### src/rtl/lru_pkg.sv
// Package: shared types and the per-counter update rule for the
// age-counter recency tracker. Assumes ages are unsigned and that the
// touched way's old age is known when the rule is applied.
package lru_pkg;

    // What a single age counter does on a given access.
    typedef enum logic [1:0] {
        AGE_HOLD = 2'd0,   // no change
        AGE_TOP  = 2'd1,   // becomes most recent
        AGE_DROP = 2'd2    // moves one step toward eviction
    } age_op_e;

    // Decide the operation for one counter: touched ways go to the top,
    // counters above the touched way's old age step down, others hold.
    function automatic age_op_e pick_op(input logic hit_me,
                                        input logic [7:0] my_age,
                                        input logic [7:0] ref_age);
        if (hit_me)
            return AGE_TOP;
        else if (my_age > ref_age)
            return AGE_DROP;
        else
            return AGE_HOLD;
    endfunction

endpackage

### src/rtl/lru_age_cell.sv
// Module: one age counter of one way. Loads INIT on reset, applies the
// shared update rule when its set is accessed. Assumes ref_age is the
// touched way's age before this access.
module lru_age_cell
    import lru_pkg::*;
#(
    parameter int W    = 2,
    parameter int TOP  = 3,
    parameter logic [W-1:0] INIT = '0
) (
    input  logic         clk,
    input  logic         rst_n,
    input  logic         upd_en,
    input  logic         hit_me,
    input  logic [W-1:0] ref_age,
    output logic [W-1:0] age
);

    age_op_e op;

    // Classify this counter's reaction to the current access.
    always_comb begin
        op = pick_op(hit_me, 8'(age), 8'(ref_age));
    end

    // Hold the age; reset to the way's own index.
    always_ff @(posedge clk) begin
        if (!rst_n) begin
            age <= INIT;
        end else if (upd_en) begin
            case (op)
                AGE_TOP:  age <= W'(TOP);
                AGE_DROP: age <= age - 1'b1;
                default:  age <= age;
            endcase
        end
    end

endmodule

### src/rtl/lru_set_bank.sv
// Module: the age counters of one set. Looks up the touched way's old
// age and drives every cell with it. Assumes acc_way < WAYS.
module lru_set_bank #(
    parameter int WAYS = 4,
    parameter int W    = $clog2(WAYS)
) (
    input  logic              clk,
    input  logic              rst_n,
    input  logic              upd_en,
    input  logic [W-1:0]      acc_way,
    output logic [WAYS*W-1:0] ages_flat
);

    logic [W-1:0] age_q [WAYS];
    logic [W-1:0] old_age;

    // Pick the touched way's current age.
    always_comb begin
        old_age = '0;
        for (int w = 0; w < WAYS; w++) begin
            if (acc_way == W'(w))
                old_age = age_q[w];
        end
    end

    for (genvar g = 0; g < WAYS; g++) begin : g_way
        lru_age_cell #(
            .W    (W),
            .TOP  (WAYS - 1),
            .INIT (W'(g))
        ) u_cell (
            .clk     (clk),
            .rst_n   (rst_n),
            .upd_en  (upd_en),
            .hit_me  (acc_way == W'(g)),
            .ref_age (old_age),
            .age     (age_q[g])
        );
        assign ages_flat[g*W +: W] = age_q[g];
    end

endmodule

### src/rtl/lru_victim_pick.sv
// Module: finds the way whose age is zero. Assumes the ages form a
// permutation, so exactly one way matches.
module lru_victim_pick #(
    parameter int WAYS = 4,
    parameter int W    = $clog2(WAYS)
) (
    input  logic [WAYS*W-1:0] ages_flat,
    output logic [W-1:0]      victim
);

    logic [WAYS-1:0] is_zero;

    for (genvar g = 0; g < WAYS; g++) begin : g_cmp
        assign is_zero[g] = (ages_flat[g*W +: W] == '0);
    end

    // Encode the single zero-age way into an index (OR of matches).
    always_comb begin
        victim = '0;
        for (int w = 0; w < WAYS; w++) begin
            if (is_zero[w])
                victim = victim | W'(w);
        end
    end

endmodule

### src/rtl/lru_tracker.sv
// Module (top): recency tracker for SETS sets of WAYS ways. Accesses
// update the addressed set one cycle later; outputs show look_set
// combinationally. Assumes WAYS is a power of two, at least 2.
module lru_tracker #(
    parameter int WAYS = 4,
    parameter int SETS = 4,
    localparam int W   = $clog2(WAYS),
    localparam int SW  = (SETS > 1) ? $clog2(SETS) : 1
) (
    input  logic              clk,
    input  logic              rst_n,
    input  logic              acc_valid,
    input  logic [SW-1:0]     acc_set,
    input  logic [W-1:0]      acc_way,
    input  logic [SW-1:0]     look_set,
    output logic [W-1:0]      victim_way,
    output logic [WAYS*W-1:0] ages
);

    logic [WAYS*W-1:0] bank_ages [SETS];

    for (genvar s = 0; s < SETS; s++) begin : g_set
        lru_set_bank #(
            .WAYS (WAYS),
            .W    (W)
        ) u_bank (
            .clk       (clk),
            .rst_n     (rst_n),
            .upd_en    (acc_valid && (acc_set == SW'(s))),
            .acc_way   (acc_way),
            .ages_flat (bank_ages[s])
        );
    end

    // Route the looked-at set to the outputs.
    always_comb begin
        ages = '0;
        for (int s = 0; s < SETS; s++) begin
            if (look_set == SW'(s))
                ages = bank_ages[s];
        end
    end

    lru_victim_pick #(
        .WAYS (WAYS),
        .W    (W)
    ) u_pick (
        .ages_flat (ages),
        .victim    (victim_way)
    );

endmodule

### config.mk
export PLATFORM = sky130hd
export DESIGN_NAME = lru_tracker
export DESIGN_NICKNAME = d
export VERILOG_FILES = /design/src/rtl/lru_pkg.sv /design/src/rtl/lru_age_cell.sv /design/src/rtl/lru_set_bank.sv /design/src/rtl/lru_victim_pick.sv /design/src/rtl/lru_tracker.sv
export SDC_FILE = /design/constraint.sdc
export NUM_CORES = 1
export LEC_CHECK = 0
export BUFFER_PORTS_ARGS = -buffer_cell sky130_fd_sc_hd__buf_4
export CORE_MARGIN = 8
export CORE_UTILIZATION = 42
export CTS_CLUSTER_DIAMETER = 50
export DETAILED_ROUTE_END_ITERATION = 16
export PLACE_DENSITY = 0.57
export SLEW_MARGIN = 20
export SYNTH_ARGS = -nofsm -noshare
export SYNTH_HDL_FRONTEND = slang
export SYNTH_SLANG_ARGS = --single-unit
### constraint.sdc
create_clock -name clk -period 2.4 [get_ports clk]
set_input_delay 0.24 -clock clk [delete_from_list [all_inputs] [get_ports clk]]
set_output_delay 0.24 -clock clk [all_outputs]
set_load 0.005 [all_outputs]
==> reports/qor.csv <==
metric,value,unit
status,"finished, final reports clean",
yosys.area.top_type_share,22.54,%
skew,0.003440,ns
fin_nets,394,
worstMarginPinSlew,0.5626,ns
syn_nets,366,
place_ws,0.08656,ns
drive_gt1_share,18.13,%
start_util,42.55,%
fin_hold_ws,0.2990,ns
yosysUniqueCellTypes,48,
tns,0,ns
max_freq,450.3,MHz
crit_fanout,7,
cts-htree-levels,2,
finalMaxSlewViolations,0,
synth_edf_count,0,
die_area,0.009657,sq mm
grt_max_degree,27,
setup_slack,0.1793,ns
clock_sinks,32,
ant_nets,0,
startpoint_type,flip-flop,
wl_per_cell,18.75,um
synth_compound_area_share,22.40,%
die_h,98.27,um
synthCells,325,
period_share,92.53,%
synth.area.top_cells,"dfxtp_1 23%, ha_1 14%, mux4_2 13%, o21ai_0 4.4%, nor2b_1 3.7%",
power,1.559,mW
routed_wl,8.118,mm
grt_pass1_vias,2591,
syn_area_per_cell,8.747,sq um
synthSimpleGateAreaFrac,21.65,%
muxShareOfSynthArea,13.38,%
arrival,2.43,ns
synth_warnings,0,
reg_top3,g_set.u_bank.g_way.u_cell.age (32),
area_delta_synth_final,13.25,%
period_needed,2.221,ns
cts_tree,done,
num_vias,2655,
cts-root-buf,clkbuf_8,
max-cap-violations,0,
grt_pass1_wl,13.23,mm
clk_pin_slew_worst_paths,0.08,ns
regArea,640.6,sq um
largest_reg_flops,32,
relSlewSlack,62.50,%
firstDrtPassIters,4,
seq_area_frac_synth,22.54,%
grt_antenna_before_repair,0,
synth_flop_cell,dfxtp_1,
synthTopCellsByCount,"32 x dfxtp_1, 32 x ha_1, 25 x nor2_1, 25 x o21ai_0, 20 x inv_1",
vdd_drop_max,0.2107,mV
synth_top_family_by_area,compound AO/OA/AOI/OAI gates,
vias_per_cell,6.132,
yosys_register_bits,32,
hp-class,in -> reg,
required,2.61,ns
place.gp.congestion,0.7976,
synthAdderAreaFrac,14.08,%
top_register,g_set.u_bank.g_way.u_cell.age,
powerDensity,484.3,mW/mm^2
cts_buffers,5,
wl_met2,3.750,mm
die_w,98.27,um
drt-met1-wl,3.772,mm
placementRows,30,
synth_xor_area_share,0,%
final-hold-violation-count,0,
fillCellCount,662,
dpl.hpwl,6.102,mm
diodes,0,
yosysTopAreaCell,dfxtp_1,
synthArstFlopShare,0,%
grtUsageTotal,17.15,%
setup_viol,0,
power_leakage,1.324,nW
wl_met3,485,um
coreArea,0.006681,sq mm
top_layer_used,met4,
cp-end-kind,flip-flop,
multi_input_area,0.002033,sq mm
io_buffers,18,
crit_type,reg -> reg,
post_cts_resize_count,0,
ios,19,
postCtsHoldBufs,0,
drc_errors,0,
drt_iter0_markers,96,
clockBufferDepth,2,
synth_area,0.002843,sq mm
clk_latency,0.29,ns
gr-total-overflow,0,
cts_setup_buffers,0,
rsz0062_at_grt,no,
==> cell families after synthesis <==
logic type	count (synthesis)
AOI/OAI and AO/OA	93
buffers and inverters	36
muxes	18
DFF	32
and+or+nand+nor	114
adders and majority gates	32
==> layer usage <==
| metal | vias to the layer above | track usage, % |
|---|---|---|
| li1 | 1297 | - |
| met3 | 9 | 3.201 |
| met4 | 0 | 5.313 |
| met2 | 70 | 28.61 |
| met1 | 1279 | 21.77 |
| met5 | - | 0 |
==> worst paths after layout <==
kind,from,end,slack (ns),cells after the start
max,g_set[1].u_bank.g_way[1].u_cell.age[1],g_set[1].u_bank.g_way[1].u_cell.age[0],0.18,7
min,rst_n,g_set[3].u_bank.g_way[2].u_cell.age[1],0.30,2
max reg2reg,g_set[1].u_bank.g_way[1].u_cell.age[1],g_set[1].u_bank.g_way[1].u_cell.age[0],0.18,7
min reg2reg,g_set[0].u_bank.g_way[0].u_cell.age[0],g_set[0].u_bank.g_way[0].u_cell.age[0],0.58,2
==> stage by stage <==
step	instance area [sq um]	instances	util [%]
global route	3219	433	48.18
finish	3219	433	48.18
global placement	3123	426	46.74
detailed placement	3123	426	46.74
CTS	3219	433	48.18
floorplan	2843	325	-
==> layout by cell type, fill, tap and decap left out, types with 5 or more instances in the layout <==
| cell | count |
|---|---|
| o21ai_0 | 25 |
| nor2_1 | 25 |
| nand3_1 | 8 |
| nand2_1 | 16 |
| buf_4 | 36 |
| ha_1 | 32 |
| clkbuf_8 | 7 |
| inv_1 | 20 |
| dfxtp_1 | 32 |
| o31a_1 | 5 |
| nor3_1 | 8 |
| nor2b_1 | 17 |
| o21ai_1 | 11 |
| a211oi_1 | 9 |
| o31ai_1 | 5 |
| nor4_1 | 9 |
| nand4_1 | 9 |
| mux4_2 | 16 |
==> area by class of cell <==
type / count / area share (%)
repair buffers: 36 / 8.395
multi-input cells: 257 / 63.16
well taps: 80 / 3.109
clock buffers: 7 / 2.993
flip-flops and latches: 32 / 19.90
inverters: 21 / 2.449
==> where the power goes <==
part	total, mW	switching, mW	internal (mW)	leakage, nW
combinational	0.485	0.267	0.218	1.01
clock	0.488	0.232	0.256	0.0503
sequential	0.587	0.0295	0.557	0.260
total	1.56	0.528	1.03	1.32
==> worst max-delay path, stage by stage, from the launching register on <==
cell     delay, ns
dfxtp_1       0.40
mux4_2        0.47
inv_1         0.16
ha_1          0.27
nor2b_1       0.13
o21ai_0       0.38
nor4_1        0.10
o31ai_1       0.23
No activity file was read; power rests on OpenSTA's default activity.
